## src/rtl/keypad_pkg.sv

```systemverilog
package keypad_pkg;

  typedef enum logic [1:0] {
    ST_IDLE     = 2'd0,
    ST_DEBOUNCE = 2'd1,
    ST_SCAN     = 2'd2,
    ST_RELEASE  = 2'd3
  } scan_state_t;

  // Linear key number from a row and a column index.
  function automatic int key_number(input int row, input int col, input int ncols);
    return row * ncols + col;
  endfunction

endpackage

```

## src/rtl/keypad_sync.sv

```systemverilog
module keypad_sync #(
  parameter int WIDTH  = 4,
  parameter int STAGES = 2
) (
  input  logic             clk,
  input  logic             rst,
  input  logic [WIDTH-1:0] d,
  output logic [WIDTH-1:0] q
);

  logic [WIDTH-1:0] stage [STAGES];

  genvar s;
  generate
    for (s = 0; s < STAGES; s++) begin : g_stage
      always_ff @(posedge clk) begin
        if (rst) begin
          stage[s] <= '1;
        end else begin
          stage[s] <= (s == 0) ? d : stage[(s == 0) ? 0 : s - 1];
        end
      end
    end
  endgenerate

  assign q = stage[STAGES-1];

endmodule

```

## src/rtl/keypad_timer.sv

```systemverilog
module keypad_timer #(
  parameter int LIMIT = 5_000_000
) (
  input  logic clk,
  input  logic rst,
  input  logic restart,
  output logic done
);

  localparam int CNT_W = $clog2(LIMIT + 1);

  logic [CNT_W-1:0] cnt;

  assign done = (cnt == CNT_W'(LIMIT - 1));

  always_ff @(posedge clk) begin
    if (rst || restart) begin
      cnt <= '0;
    end else if (!done) begin
      cnt <= cnt + 1'b1;
    end
  end

endmodule

```

## src/rtl/keypad_ctrl.sv

```systemverilog
module keypad_ctrl
  import keypad_pkg::*;
#(
  parameter int NUM_ROWS      = 4,
  parameter int NUM_COLS      = 4,
  parameter int SETTLE_CYCLES = 2,
  parameter int CODE_W        = 4
) (
  input  logic                clk,
  input  logic                rst,
  input  logic [NUM_ROWS-1:0] rows_s,
  input  logic                tmr_done,
  output logic                tmr_restart,
  output logic [NUM_COLS-1:0] col_drive,
  output logic                irq_n,
  output logic                key_valid,
  output logic [CODE_W-1:0]   key_code,
  output logic                wake_evt
);

  localparam int RIDX_W = (NUM_ROWS > 1) ? $clog2(NUM_ROWS) : 1;
  localparam int CIDX_W = (NUM_COLS > 1) ? $clog2(NUM_COLS) : 1;
  localparam int SET_W  = $clog2(SETTLE_CYCLES + 1);

  scan_state_t         state;
  logic [CIDX_W-1:0]   col_idx;
  logic [SET_W-1:0]    settle_cnt;
  logic [NUM_ROWS-1:0] row_pat;
  logic [NUM_COLS-1:0] hit_cols;
  logic                bad;
  logic                rel_first;

  logic                any_low;
  logic                single_row;
  logic                sample_now;
  logic                last_col;
  logic [NUM_COLS-1:0] hit_next;
  logic                bad_next;

  function automatic logic [RIDX_W-1:0] first_low(input logic [NUM_ROWS-1:0] v);
    logic [RIDX_W-1:0] idx = '0;
    for (int i = NUM_ROWS - 1; i >= 0; i--) begin
      if (!v[i]) idx = RIDX_W'(i);
    end
    return idx;
  endfunction

  function automatic logic [CIDX_W-1:0] first_high(input logic [NUM_COLS-1:0] v);
    logic [CIDX_W-1:0] idx = '0;
    for (int i = NUM_COLS - 1; i >= 0; i--) begin
      if (v[i]) idx = CIDX_W'(i);
    end
    return idx;
  endfunction

  function automatic logic [NUM_COLS-1:0] col_pattern(input logic [CIDX_W-1:0] idx);
    logic [NUM_COLS-1:0] p = '1;
    p[idx] = 1'b0;
    return p;
  endfunction

  assign any_low    = ~&rows_s;
  assign single_row = ($countones(~rows_s) == 1);
  assign sample_now = (settle_cnt == SET_W'(SETTLE_CYCLES));
  assign last_col   = (col_idx == CIDX_W'(NUM_COLS - 1));
  assign wake_evt   = (state == ST_IDLE) && any_low;
  assign irq_n      = !((state == ST_DEBOUNCE) || (state == ST_SCAN));

  assign tmr_restart = (state == ST_IDLE) || (state == ST_SCAN) ||
                       ((state == ST_RELEASE) && (any_low || rel_first));

  always_comb begin
    hit_next = hit_cols;
    if (any_low) hit_next[col_idx] = 1'b1;
    bad_next = bad || (any_low && (rows_s != row_pat));
  end

  always_ff @(posedge clk) begin
    if (rst) begin
      state      <= ST_IDLE;
      col_idx    <= '0;
      settle_cnt <= '0;
      row_pat    <= '1;
      hit_cols   <= '0;
      bad        <= 1'b0;
      rel_first  <= 1'b0;
      col_drive  <= '0;
      key_valid  <= 1'b0;
      key_code   <= '0;
    end else begin
      key_valid <= 1'b0;
      rel_first <= 1'b0;
      case (state)
        ST_IDLE: begin
          col_drive <= '0;
          if (any_low) state <= ST_DEBOUNCE;
        end
        ST_DEBOUNCE: begin
          if (tmr_done) begin
            if (!any_low) begin
              state <= ST_IDLE;
            end else if (single_row) begin
              state      <= ST_SCAN;
              row_pat    <= rows_s;
              col_idx    <= '0;
              settle_cnt <= '0;
              hit_cols   <= '0;
              bad        <= 1'b0;
              col_drive  <= col_pattern('0);
            end else begin
              state     <= ST_RELEASE;
              rel_first <= 1'b1;
            end
          end
        end
        ST_SCAN: begin
          if (sample_now) begin
            hit_cols   <= hit_next;
            bad        <= bad_next;
            settle_cnt <= '0;
            if (last_col) begin
              state     <= ST_RELEASE;
              rel_first <= 1'b1;
              col_drive <= '0;
              if (!bad_next && ($countones(hit_next) == 1)) begin
                key_valid <= 1'b1;
                key_code  <= CODE_W'(key_number(int'(first_low(row_pat)),
                                                int'(first_high(hit_next)), NUM_COLS));
              end
            end else begin
              col_idx   <= col_idx + 1'b1;
              col_drive <= col_pattern(col_idx + 1'b1);
            end
          end else begin
            settle_cnt <= settle_cnt + 1'b1;
          end
        end
        ST_RELEASE: begin
          col_drive <= '0;
          if (tmr_done && !rel_first && !any_low) state <= ST_IDLE;
        end
        default: state <= ST_IDLE;
      endcase
    end
  end

endmodule

```

## src/rtl/keypad_scan_top.sv

```systemverilog
module keypad_scan_top #(
  parameter int NUM_ROWS            = 4,
  parameter int NUM_COLS            = 4,
  parameter int CLK_HZ              = 250_000_000,
  parameter int DEBOUNCE_MS         = 20,
  parameter int SIM_DEBOUNCE_CYCLES = 0,
  parameter int SYNC_STAGES         = 2,
  localparam int CODE_W             = $clog2(NUM_ROWS * NUM_COLS)
) (
  input  logic                clk,
  input  logic                rst,
  input  logic [NUM_ROWS-1:0] row_in,
  output logic [NUM_COLS-1:0] col_out,
  output logic                irq_n,
  output logic                key_valid,
  output logic [CODE_W-1:0]   key_code
);

  localparam int DB_DERIVED = (CLK_HZ / 1000) * DEBOUNCE_MS;
  localparam int DB_CYCLES  = (SIM_DEBOUNCE_CYCLES > 0) ? SIM_DEBOUNCE_CYCLES : DB_DERIVED;

  logic [NUM_ROWS-1:0] rows_s;
  logic                tmr_restart;
  logic                tmr_done;
  logic                wake_evt;

  keypad_sync #(.WIDTH(NUM_ROWS), .STAGES(SYNC_STAGES)) u_sync (
    .clk (clk),
    .rst (rst),
    .d   (row_in),
    .q   (rows_s)
  );

  keypad_timer #(.LIMIT(DB_CYCLES)) u_timer (
    .clk     (clk),
    .rst     (rst),
    .restart (tmr_restart),
    .done    (tmr_done)
  );

  keypad_ctrl #(
    .NUM_ROWS      (NUM_ROWS),
    .NUM_COLS      (NUM_COLS),
    .SETTLE_CYCLES (SYNC_STAGES),
    .CODE_W        (CODE_W)
  ) u_ctrl (
    .clk         (clk),
    .rst         (rst),
    .rows_s      (rows_s),
    .tmr_done    (tmr_done),
    .tmr_restart (tmr_restart),
    .col_drive   (col_out),
    .irq_n       (irq_n),
    .key_valid   (key_valid),
    .key_code    (key_code),
    .wake_evt    (wake_evt)
  );

endmodule

```

## config.mk

```make
export PLATFORM = sky130hd
export DESIGN_NAME = keypad_scan_top
export DESIGN_NICKNAME = d
export VERILOG_FILES = /design/src/rtl/keypad_pkg.sv /design/src/rtl/keypad_sync.sv /design/src/rtl/keypad_timer.sv /design/src/rtl/keypad_ctrl.sv /design/src/rtl/keypad_scan_top.sv
export SDC_FILE = /design/constraint.sdc
export NUM_CORES = 1
export LEC_CHECK = 0
export BUFFER_PORTS_ARGS = -buffer_cell sky130_fd_sc_hd__buf_2
export CAP_MARGIN = 20
export CORE_MARGIN = 1
export CORE_UTILIZATION = 59
export CTS_CLUSTER_DIAMETER = 100
export DETAILED_ROUTE_END_ITERATION = 12
export PLACE_DENSITY = 0.77
export RECOVER_POWER = 50
export SETUP_SLACK_MARGIN = 0.1
export SYNTH_ARGS = -nofsm -noshare
export SYNTH_HDL_FRONTEND = slang
export SYNTH_SLANG_ARGS = --single-unit
```

## constraint.sdc

```tcl
create_clock -name clk -period 6.55 [get_ports clk]
set_input_delay 0.9825 -clock clk [delete_from_list [all_inputs] [get_ports clk]]
set_output_delay 0.9825 -clock clk [all_outputs]
set_load 0.005 [all_outputs]
```

Word level (Yosys, flattened, before mapping)
Memory sizes are Yosys's and may differ from the RTL's. Index checks and enable logic that the tools add are counted. W data, S select, Z words.

Bits in registers: 48. Bits of input ports: 6. Bits in latches: 0. Word-level logic and storage cells: 148. Memory bits (read-only): 0. Output and inout bits: 10. Memories: 1. Bits in writable memories: 8.

Order comparisons: 4. Equality and inequality tests: 17. Divide/modulo/power cells: 0. Multiply operators: 0. Reduce and logical (&&, ||, !) cells: 29. Mux-type cells: 67. Shift-type cells: 0. Add/sub/neg operators: 10. Bitwise logic cells: 9.

Memories: u_sync.stage (depth 2, bits a word 4, read ports 2, clocked after memory_dff 0, wr ports 2, RTL line keypad_sync.sv:11) `logic [WIDTH-1:0] stage [STAGES];`.

Operators by type and width (count): $add A32 B32 Y32 (2); $eq A32 B2 Y1 const B (2); $mux W2 (30); $mux W4 (12); $add A23 B1 Y23 const B (1); $eq A23 B23 Y1 const B (1); $reduce_and A4 Y1 (5); $mux W1 (16); $pmux W4 S3 (1); $reduce_and A5 Y1 (2); $add A1 B1 Y2 (4); $eq A2 B2 Y1 const B (4); $ne A2 B1 Y1 const B (4); $ne A2 B2 Y1 const B (4); $not A4 Y4 (2); $pmux W2 S2 (2); $pmux W2 S4 (1); $pmux W4 S2 (1); $logic_and A1 B1 Y1 (7); $logic_or A1 B1 Y1 (6); $lt A2 B3 Y1 const B (2); $reduce_and A6 Y1 (1); $add A2 B1 Y2 const B (2); $add A4 B2 Y4 (1); 13 further kinds (23).

Depth between registers and ports, before layout
Gate-level depths: netlist of the first run.

Depth after elaboration: 16. Depth in mapped cells: 12. Mapped depth without buffers: 12.

Modules after synthesis
From an unflattened synthesis of the first run, not the netlist that was laid out.

Cell total of the unflattened synthesis: 332. Area total of the unflattened synthesis: 3065.4 um^2.

Modules (own cells, without submodules): keypad_ctrl (cells an instance 176, area each 1675.4 um^2, instances 1, sequential area each 500.5 um^2); keypad_timer (cells an instance 140, area each 1179.9 um^2, instances 1, sequential area each 460.4 um^2); keypad_sync (cells an instance 16, area each 210.2 um^2, instances 1, sequential area each 160.2 um^2).

Least setup slack after synthesis of the first run
No wires, ideal clock.

Path type: reg2reg. From: mem u_sync.stage[1][0]. To: reg u_ctrl.key_code[1]. Buffers on the path: 0. Data arrival time: 2.727 ns. Setup slack: 3.695 ns. Data required time: 6.422 ns. Clock period less this slack: 2.855 ns. Setup time: 0.128 ns. Cell stages (with the launch flop): 13. Cell sequence: dfxtp_1 > ha_1 > nand2_1 > a21o_1 > inv_1 > ha_1 > ha_1 > fa_1 > nor2_1 > nand3_1 > a211oi_1 > mux2i_1 > nor2_1.

RTL lines: from (decl) (RTL line keypad_sync.sv:11); to (signal assigned) (RTL line keypad_ctrl.sv:127) `key_code <= CODE_W'(key_number(int'(first_low(row_pat)),`; to (decl) (RTL line keypad_ctrl.sv:17) `output logic [CODE_W-1:0] key_code,`.

==> implementation parameters, run 1 <==
Parameter                              Value

Layout
  Multi-input combinational cell area ... roughly 0.0017 sq mm
  Final-layout fill cell count ... 434
  Share of the core filled with cells in the final layout ... 0.661
  Layout-stage area growth over the synthesis result ... 7.49%
  Footprint of the flip-flops and latches ... 0.00112 sq mm
  Final net count ... 374
  Most used cells in the layout excluding fill and tap cells ... 56 x dfxtp_1, 34 x nor2_1, 25 x nand2_1
  Non-filler cells, final ... 413
  Share of post-route cells with drive strength above 1 ... 0.0983
  Leading cell type in the layout, fill and taps excluded ... dfxtp_1
  Ant diodes ... 0

GRT
  GRT Overall Usage ... 0.227
  Largest net degree at the start of global routing ... 43
  Wire length of the first global-routing pass ... 9550 um
  Initial antenna violation count ... 0
  Aggregate global routing overflow ... 0
  Via count of the first global-routing pass ... approximately 2,100

Clock network
  Sinks on the clock net ... 56
  Deepest level of the CTS H-tree ... 2
  Resize count post-CTS ... 0
  CTS max path bufs ... 2
  Number of clock buffers inserted by TritonCTS ... 5
  Number of buffers added to fix hold violations after cts ... 0
  Clock insertion delay at the later pin of the skew report ... slightly above 300 ps
  Root buffer selected by CTS ... clkbuf_8
  Buffer count from post-CTS setup fixing ... 0
  TritonCTS clock tree ... yes
  Clock-pin slew reported for the worst setup and hold paths after clock tree synthesis ... 90 ps

Critical path
  Master of the slowest instance on the critical path ... a211oi_1
  Endpoint of the worst-slack reg-to-reg timing path ... u_ctrl.key_code[1]
  Register-to-Register Setup Slack ... 3170 ps
  Required time reported for the critical path endpoint ... 6680 ps
  Top Family by Delay on Critical Path ... adder cells
  CP bufs+invs ... 0
  Delay contributed by the slowest stage of the critical path ... 550 ps
  Highest fanout seen on the critical path ... 10
  Cell count of the worst reg-to-reg path ... 11
  Start of the worst register-to-register path ... u_sync.stage[1][1]
  Cell depth of the worst setup path ... 11
  Worst setup path category ... reg2reg
  Crit-path most repeated cell ... ha_1
  Arrival time at the worst endpoint ... 3520 ps
  Critical Path Sink Type ... register
  Type of origin of the critical path ... register
  Critical-path cell list ... ha_1 > nand2_1 > a21oi_1 > ha_1 > ha_1 > fa_1 > nor2_1 > nand3_1 > a211oi_1 > mux2i_1 > nor2_1

Floorplanning
  Die Span X ... 72.4 um
  Number of core rows ... 25
  Core footprint ... 0.00475 sq mm
  Count of boundary I/O pins ... 16
  DIE AREA ... approximately 0.0052 sq mm
  Starting utilization of the core area ... 0.615
  Die Y-Extent ... ~72 um

STA
  Shortest clock period the worst path allows after layout ... 3380 ps
  Final-report setup violation count ... 0
  Final Max Slew Viols ... 43
  Final period util ... 0.517
  Sum of negative setup slack ... 0 ps
  Slew margin rel. ... -0.0153
  Setup repair after global routing missed its margin ... no
  Highest attainable clock frequency ... 295 MHz
  Final setup skew ... roughly 8.6 ps
  Final Hold Viols ... 0
  Worst setup slack after layout ... 3170 ps
  Minimum hold slack ... 415 ps
  Worst Max-Slew Pin Slew ... 1520 ps

Power
  Switching part of the total ... 0.295
  LEAKAGE ... 0.00119 uW
  Clock network fraction of design power ... 0.270
  Gate power share ... 0.219
  Power Dens Cells ... 227 mW/mm^2
  Internal power ... 502 uW
  Power dissipated by switching net loads ... 210 uW
  Proportion of power drawn by flip-flops and latches ... 0.512
  Worst-case vdd ir drop ... 169 uV

Drt
  Routed WL ... 5360 um
  Number of routed nets with antenna violations ... 0
  Number of iterations in the first detailed-routing pass ... 4
  DR iter-0 viols ... 141
  DR DRC count ... 0
  DR WL/cell ... 13.0 um
  Via count normalized by instance count ... 5.48
  Via count ... 2,265

Hold path
  Hold/Removal Path Class ... reg2reg
  Worst hold path depth ... 1
  Hold path startpoint ... u_sync.stage[0][3]
  Worst Hold Endpoint ... u_sync.stage[1][3]

Synthesis
  Part of the Yosys area used for sequential elements ... 0.383
  Distinct cell type count of the synthesized netlist ... 47
  Total of flip-flops plus latches after synthesis ... 56
  Synth warn ... 0
  Mean instance size in the synthesized netlist ... between 8 and 9 sq um
  Post-Syn Instances ... 331
  Net Count, Synth ... 360
  Post-synth design cell area ... 0.00292 sq mm

Outcome
  Run status ... complete, but fails checks
  Violated checks ... capacitance limit, slew limit

Placed design
  Placement Setup Slack ... 3200 ps
  Post-Place Cells ... approximately 410
  Post-detailed-placement half-perimeter wirelength ... 3860 um
  Final weighted congestion of routability-driven global placement ... between 0.7 and 0.8
  Port bufs ... 15

Job
  Count of maximum capacitance violations ... 1
## sequential cells by signal (all words and copies together), names as in the netlist, named ones only
signal / count
u_ctrl.bad: 1
u_ctrl.col_drive: 4
u_ctrl.col_idx: 2
u_ctrl.hit_cols: 4
u_ctrl.key_code: 4
u_ctrl.key_valid: 1
u_ctrl.rel_first: 1
u_ctrl.row_pat: 4
u_ctrl.settle_cnt: 2
u_ctrl.state: 1
u_sync.stage: 8
u_timer.cnt: 23
## through the flow
step	total power, uW	cell area (sq um)
after detailed placement	528	3060
final	712	3140
after global routing	751	3140
after global placement	526	3060
after floorplan	491	2920
after CTS	718	3150
## layer usage
layer,routed length [um],vias up,track usage,share of wire
li1,-,1176,-,-
met1,2830,1062,0.318,0.53
met2,2370,22,0.357,0.44
met3,110,5,0.0431,0.021
met4,50,0,0.0675,0.0093
met5,0,-,0,0
## worst reg2reg max path, cell delays in order, from the launching register on
cell and delay [ps]:
dfxtp_1 380, ha_1 200, nand2_1 240, a21oi_1 360
ha_1 290, ha_1 190, fa_1 440, nor2_1 110
nand3_1 170, a211oi_1 550, mux2i_1 240, nor2_1 50
## logic make-up after synthesis
logic type / Yosys count / synth area share
compound gates: 55 / 0.127
xor+xnor: 21 / 0.0629
fa+ha+maj: 23 / 0.104
buf+inv: 30 / 0.0385
flops: 56 / 0.383
mux: 11 / 0.0385
simple gates: 135 / 0.246
## power by group through the flow
stage | combinational (uW) | clock (uW) | sequential [uW]
after CTS | 157 | 197 | 364
after detailed placement | 156 | 0 | 373
final | 156 | 192 | 365
after global placement | 154 | 0 | 372
after floorplan | 120 | 0 | 371
after global routing | 174 | 211 | 367
## cells in the mapped netlist (all sizes together)
library cell,n,area share
dfxtp,56,0.38
fa,2,0.014
nand3b,1,0.0026
nor2b,2,0.0043
o21bai,1,0.0026
mux2i,9,0.031
xor2,5,0.015
nand2,25,0.032
or3,4,0.0086
and3,6,0.013
clkbuf,9,0.012
a21oi,16,0.029
o211ai,2,0.0051
nor3,8,0.014
ha,21,0.090
mux2,2,0.0077
nor3b,1,0.0026
a211oi,5,0.013
a211o,4,0.012
o2bb2ai,2,0.0060
or4,4,0.013
nand4,7,0.015
inv,21,0.027
nand3,11,0.019
or4b,2,0.0081
a2111o,1,0.0039
nor4,3,0.0086
o2111ai,1,0.0030
nor2,34,0.044
o31ai,1,0.0026
and4b,1,0.0034
a31oi,1,0.0021
nand4b,1,0.0030
a2111oi,2,0.012
nand2b,14,0.030
a21o,4,0.010
or2,8,0.017
xnor2,16,0.048
o21ai,15,0.026
and4,3,0.0090
## worst max path at each step
stage,startpoint,endpoint,slack [ps]
2_1_floorplan,u_sync.stage[1][0],u_ctrl.key_code[1],3700
3_3_place_gp,u_sync.stage[1][0],u_ctrl.key_code[1],3270
3_5_place_dp,u_sync.stage[1][0],u_ctrl.key_code[1],3200
4_1_cts,u_sync.stage[1][0],u_ctrl.key_code[1],3170
5_1_grt,u_sync.stage[1][1],u_ctrl.key_code[1],2760
6_report,u_sync.stage[1][1],u_ctrl.key_code[1],3170
## layout make-up
class	count	share of cell area
Clock buffer	8	0.0287
Inverter	21	0.0251
Multi-Input combinational cell	245	0.538
Sequential cell	56	0.357
Tap cell	67	0.0267
Timing Repair Buffer	16	0.0251
Note: power is estimated with default switching activity, not from simulation.
==> run 2, diff against run 1 <==
CORE_UTILIZATION = 55   (was 59)
PLACE_DENSITY = 0.76   (was 0.77)
clock period = 2.9 ns   (was 6.55 ns; I/O delays follow)
==> implementation parameters, run 2 (synthesis results as in run 1) <==
Parameter                              Value

Critical path
  Arrival time at the worst endpoint ... slightly above 3000 ps
  Highest fanout seen on the critical path ... 4
  Worst setup path category ... reg2reg
  Crit-path most repeated cell ... ha_1
  Master of the slowest instance on the critical path ... fa_1
  Delay contributed by the slowest stage of the critical path ... between 400 and 500 ps
  Critical Path Sink Type ... register
  Required time reported for the critical path endpoint ... 3130 ps
  Type of origin of the critical path ... register
  Critical-path cell list ... inv_1 > ha_1 > ha_1 > fa_1 > nor3b_2 > and3_1 > nand3_2 > a2111oi_4 > buf_4 > o2bb2ai_1

Layout
  Layout-stage area growth over the synthesis result ... 19.0%
  Registers with the most flip-flops ... u_timer.cnt x23, u_sync.stage x8
  Final net count ... 390
  Most used cells in the layout excluding fill and tap cells ... 50 x dfxtp_1, 33 x nor2_1, 24 x nand2_1
  Share of post-route cells with drive strength above 1 ... 0.213
  Ant diodes ... 0
  Flip-flop count of the largest register, all copies and words added ... 23
  Register with the most flip-flops ... u_timer.cnt
  Leading cell type in the layout, fill and taps excluded ... dfxtp_1
  Share of the core filled with cells in the final layout ... 0.681
  Post-route cell area ... 0.00348 sq mm

Drt
  DR DRC count ... 0
  Via count normalized by instance count ... about 5.6
  Number of iterations in the first detailed-routing pass ... 4
  DR WL/cell ... between 10 and 15 um
  Number of routed nets with antenna violations ... 0
  Via count ... around 2,400
  DR iter-0 viols ... roughly 130
  Routed WL ... 6040 um

Clock network
  Clock insertion delay at the later pin of the skew report ... about 310 ps
  Root buffer selected by CTS ... clkbuf_8
  Number of clock buffers inserted by TritonCTS ... 5
  Deepest level of the CTS H-tree ... 2
  TritonCTS clock tree ... yes
  CTS max path bufs ... 2
  Clock-pin slew reported for the worst setup and hold paths after clock tree synthesis ... 100 ps
  Sinks on the clock net ... 56

STA
  Final Max Slew Viols ... 0
  Worst setup slack after layout ... 104 ps
  Final Hold Viols ... 0
  Final setup skew ... 7.84 ps
  Highest attainable clock frequency ... 358 MHz
  Slew margin rel. ... 0.494
  Worst Max-Slew Pin Slew ... 757 ps
  Minimum hold slack ... 297 ps
  Shortest clock period the worst path allows after layout ... 2800 ps
  Final period util ... 0.964
  Setup repair after global routing missed its margin ... yes
  Final-report setup violation count ... 0
  Sum of negative setup slack ... 0 ps

Outcome
  Run status ... completed

Placed design
  Total placed instance area ... 0.00313 sq mm
  Post-detailed-placement half-perimeter wirelength ... 3950 um
  Placement Setup Slack ... 9.41 ps
  Port bufs ... 15
  Final weighted congestion of routability-driven global placement ... 0.836

Power
  LEAKAGE ... approximately 0.0013 uW
  Worst-case vdd ir drop ... 422 uV
  Power Dens Cells ... 503 mW/mm^2

GRT
  Initial antenna violation count ... 0
  Largest net degree at the start of global routing ... 43
  Aggregate global routing overflow ... 0
  Via count of the first global-routing pass ... 2,062
  GRT Overall Usage ... 0.208
  Wire length of the first global-routing pass ... 9150 um

Floorplanning
  DIE AREA ... 0.00561 sq mm
  Count of boundary I/O pins ... 16
  Die Y-Extent ... 74.9 um
  Die Span X ... 74.9 um
  Number of core rows ... 26
  Core footprint ... 0.00511 sq mm
  Starting utilization of the core area ... 0.573

Job
  Count of maximum capacitance violations ... 0

Hold path
  Hold/Removal Path Class ... in2reg
run 2: area by class of cell:
type / count / area (sq um)
clock buffer: 5 / 68.8
clock inverter: 3 / 46.3
fill: 401 / 1630
inverter: 21 / 83.8
multi-input combinational: 245 / 1860
sequential: 56 / 1140
tap: 70 / 87.6
timing repair buffer: 32 / 195
run 2: worst max-delay path, delay by kind of cell, from the launching register on:
kind,cells,cell delay (ps)
buffers and inverters,2,250
adder cells (fa/ha/maj),3,960
AO/OA/AOI/OAI,2,540
flip-flops,1,380
AND/OR/NAND/NOR,3,590
run 2: routing by layer:
layer,wire (um),GRT usage
met1,2910,0.288
met5,0,0
met4,61,0.0377
met3,226,0.0415
met2,2850,0.341
run 2: report_power, final:
| part | switching (uW) | internal [uW] |
|---|---|---|
| clock network | 263 | 261 |
| registers | 24.9 | 798 |
| logic | 241 | 164 |
| total | 529 | 1220 |
run 2: final timing paths:
check                startpoint                 end  slack (ps)  cells after the start
max          u_sync.stage[1][0]   u_ctrl.col_idx[1]         100                     10
min                   row_in[2]  u_sync.stage[0][2]         300                      2
max reg2reg  u_sync.stage[1][0]   u_ctrl.col_idx[1]         100                     10
min reg2reg  u_sync.stage[0][3]  u_sync.stage[1][3]         420                      1
run 2: what timing repair did:
action | 4_1_cts | 5_1_grt
hold buffers | 0 | 0
pin swaps | 1 | 14
resized for setup | 6 | 36
setup endpoints to repair | 6 | 15
buffers inserted | 0 | 8
run 2: through the flow:
step | std cells | total power (uW)
4_1_cts | 424 | 1730
3_5_place_dp | 416 | 1210
2_1_floorplan | 331 | 1110
5_1_grt | 432 | 1840
3_3_place_gp | 416 | 1200
6_report | 432 | 1750
==> run 3, diff against run 2 <==
SETUP_SLACK_MARGIN = 0.15   (was 0.1)
==> implementation parameters, run 3 (synthesis results as in run 1) <==
Parameter                              Value

STA
  Sum of negative setup slack ... 0 ps
  Final-report setup violation count ... 0
  Shortest clock period the worst path allows after layout ... 2760 ps
  Setup repair after global routing missed its margin ... yes
  Worst Max-Slew Pin Slew ... 765 ps
  Final Hold Viols ... 0
  Final period util ... 0.952
  Highest attainable clock frequency ... 362 MHz
  Final setup skew ... 9.08 ps
  Slew margin rel. ... 0.489
  Final Max Slew Viols ... 0

Critical path
  Worst setup path endpoint ... u_ctrl.key_code[1]
  Cell count of the worst reg-to-reg path ... 11
  Type of origin of the critical path ... register
  Highest fanout seen on the critical path ... 5
  CP bufs+invs ... 1
  Startpoint of the worst setup timing path ... u_ctrl.col_idx[0]
  Start of the worst register-to-register path ... u_ctrl.col_idx[0]
  Register-to-Register Setup Slack ... around 140 ps
  Arrival time at the worst endpoint ... 2950 ps
  Required time reported for the critical path endpoint ... ~3100 ps
  Endpoint of the worst-slack reg-to-reg timing path ... u_ctrl.key_code[1]
  Delay contributed by the slowest stage of the critical path ... 440 ps
  Cell depth of the worst setup path ... 11
  Critical Path Sink Type ... register
  Worst setup path category ... reg2reg
  Top Family by Delay on Critical Path ... adder cells
  Critical-path cell list ... buf_4 > ha_1 > a21o_1 > ha_1 > ha_2 > fa_1 > nor2_1 > nand3_2 > a211oi_4 > mux2i_1 > nor2_1
  Master of the slowest instance on the critical path ... fa_1

Placed design
  Final weighted congestion of routability-driven global placement ... 0.805
  Post-detailed-placement half-perimeter wirelength ... 3860 um
  Port bufs ... 15
  Total placed instance area ... 0.00313 sq mm

GRT
  Wire length of the first global-routing pass ... 9560 um
  Largest net degree at the start of global routing ... 43
  Aggregate global routing overflow ... 0
  Via count of the first global-routing pass ... 2,096
  GRT Overall Usage ... 0.222
  Initial antenna violation count ... 0

Floorplanning
  Number of core rows ... 26
  Starting utilization of the core area ... 0.573
  Die Span X ... 74.9 um
  DIE AREA ... 0.00561 sq mm
  Count of boundary I/O pins ... 16
  Core footprint ... 0.00511 sq mm
  Die Y-Extent ... 74.9 um

Layout
  Register with the most flip-flops ... u_timer.cnt
  Ant diodes ... 0
  Post-route cell area ... ~0.0034 sq mm
  Registers with the most flip-flops ... u_timer.cnt x23, u_sync.stage x8
  Footprint of the flip-flops and latches ... 0.00113 sq mm
  Final-layout fill cell count ... 425
  Final net count ... slightly below 400
  Layout-stage area growth over the synthesis result ... 15.3%
  Flip-flop count of the largest register, all copies and words added ... 23
  Most used cells in the layout excluding fill and tap cells ... 50 x dfxtp_1, 34 x nor2_1, 24 x nand2_1
  Share of the core filled with cells in the final layout ... 0.660
  Multi-input combinational cell area ... between 0.0015 and 0.002 sq mm
  Leading cell type in the layout, fill and taps excluded ... dfxtp_1
  Share of post-route cells with drive strength above 1 ... 0.183

Power
  Worst-case vdd ir drop ... 320 uV
  Power Dens Cells ... 518 mW/mm^2
  LEAKAGE ... 0.00127 uW

Drt
  Via count ... about 2,400
  DR iter-0 viols ... 137
  DR WL/cell ... around 13 um
  Number of routed nets with antenna violations ... 0
  Via count normalized by instance count ... 5.47
  Routed WL ... 5760 um
  Number of iterations in the first detailed-routing pass ... 4
  DR DRC count ... 0

Clock network
  Root buffer selected by CTS ... clkbuf_8
  CTS max path bufs ... 2
  Sinks on the clock net ... 56
  TritonCTS clock tree ... yes
  Clock insertion delay at the later pin of the skew report ... 320 ps
  Number of buffers added to fix hold violations after cts ... 0
  Deepest level of the CTS H-tree ... 2
  Clock-pin slew reported for the worst setup and hold paths after clock tree synthesis ... 110 ps
  Number of clock buffers inserted by TritonCTS ... 5

Outcome
  Run status ... completed

Hold path
  Hold/Removal Path Class ... in2reg

Job
  Count of maximum capacitance violations ... 0
==> run 3: metal layers <==
layer	global-route usage	wire, um	share of wire	vias to the layer above
met4	0.0922	112	0.019	0
met2	0.342	2540	0.44	50
met5	0	0	0	-
li1	-	-	-	1199
met3	0.0469	272	0.047	13
met1	0.301	2830	0.49	1094
==> run 3: power breakdown <==
part	leakage, uW	switching (uW)	internal [uW]
combinational	0.000763	237	162
clock	0.0000558	264	261
sequential	0.000454	25.5	798
total	0.00127	526	1220
==> run 3: repair_timing <==
item / CTS / global route
resized for setup: 14 / 13
setup buffers: 4 / 3
endpoints found under the setup margin: 12 / 12
pin swaps: 8 / 9
==> run 3: worst register-to-register path, stage by stage (launching register included) <==
cell and delay, ps:
dfxtp_4 370, buf_4 140, ha_1 190, a21o_1 170
ha_1 280, ha_2 190, fa_1 440, nor2_1 180
nand3_2 130, a211oi_4 250, mux2i_1 240, nor2_1 60
==> run 3: per-stage QoR <==
stage / hold WS, ps / instances / power, uW / worst slack (ps)
after global placement: 392 / 416 / 1200 / 91.4
after floorplan: 389 / 331 / 1110 / 190
final: 288 / 431 / 1750 / 139
after detailed placement: 393 / 416 / 1210 / 12.0
after CTS: 288 / 428 / 1740 / 135
after global routing: 280 / 431 / 1830 / 6.69
==> run 3: how the worst min path moves through the flow <==
stage / start / endpoint / slack, ps / cells after the start
final: row_in[0] / u_sync.stage[0][0] / 290 / 2
after global routing: row_in[2] / u_sync.stage[0][2] / 280 / 2
after CTS: row_in[1] / u_sync.stage[0][1] / 290 / 2
after detailed placement: u_sync.stage[0][2] / u_sync.stage[1][2] / 390 / 1
after global placement: u_sync.stage[0][0] / u_sync.stage[1][0] / 390 / 1
after floorplan: u_sync.stage[0][0] / u_sync.stage[1][0] / 390 / 1
==> run 3: final cells by class <==
type                            count  area share
Clock buffer                        6      0.0215
Clock inverter                      2      0.0115
Tap cell                           70      0.0260
Multi-Input combinational cell    245       0.526
Timing Repair Buffer               31      0.0557
Inverter                           21      0.0234
Sequential cell                    56       0.336
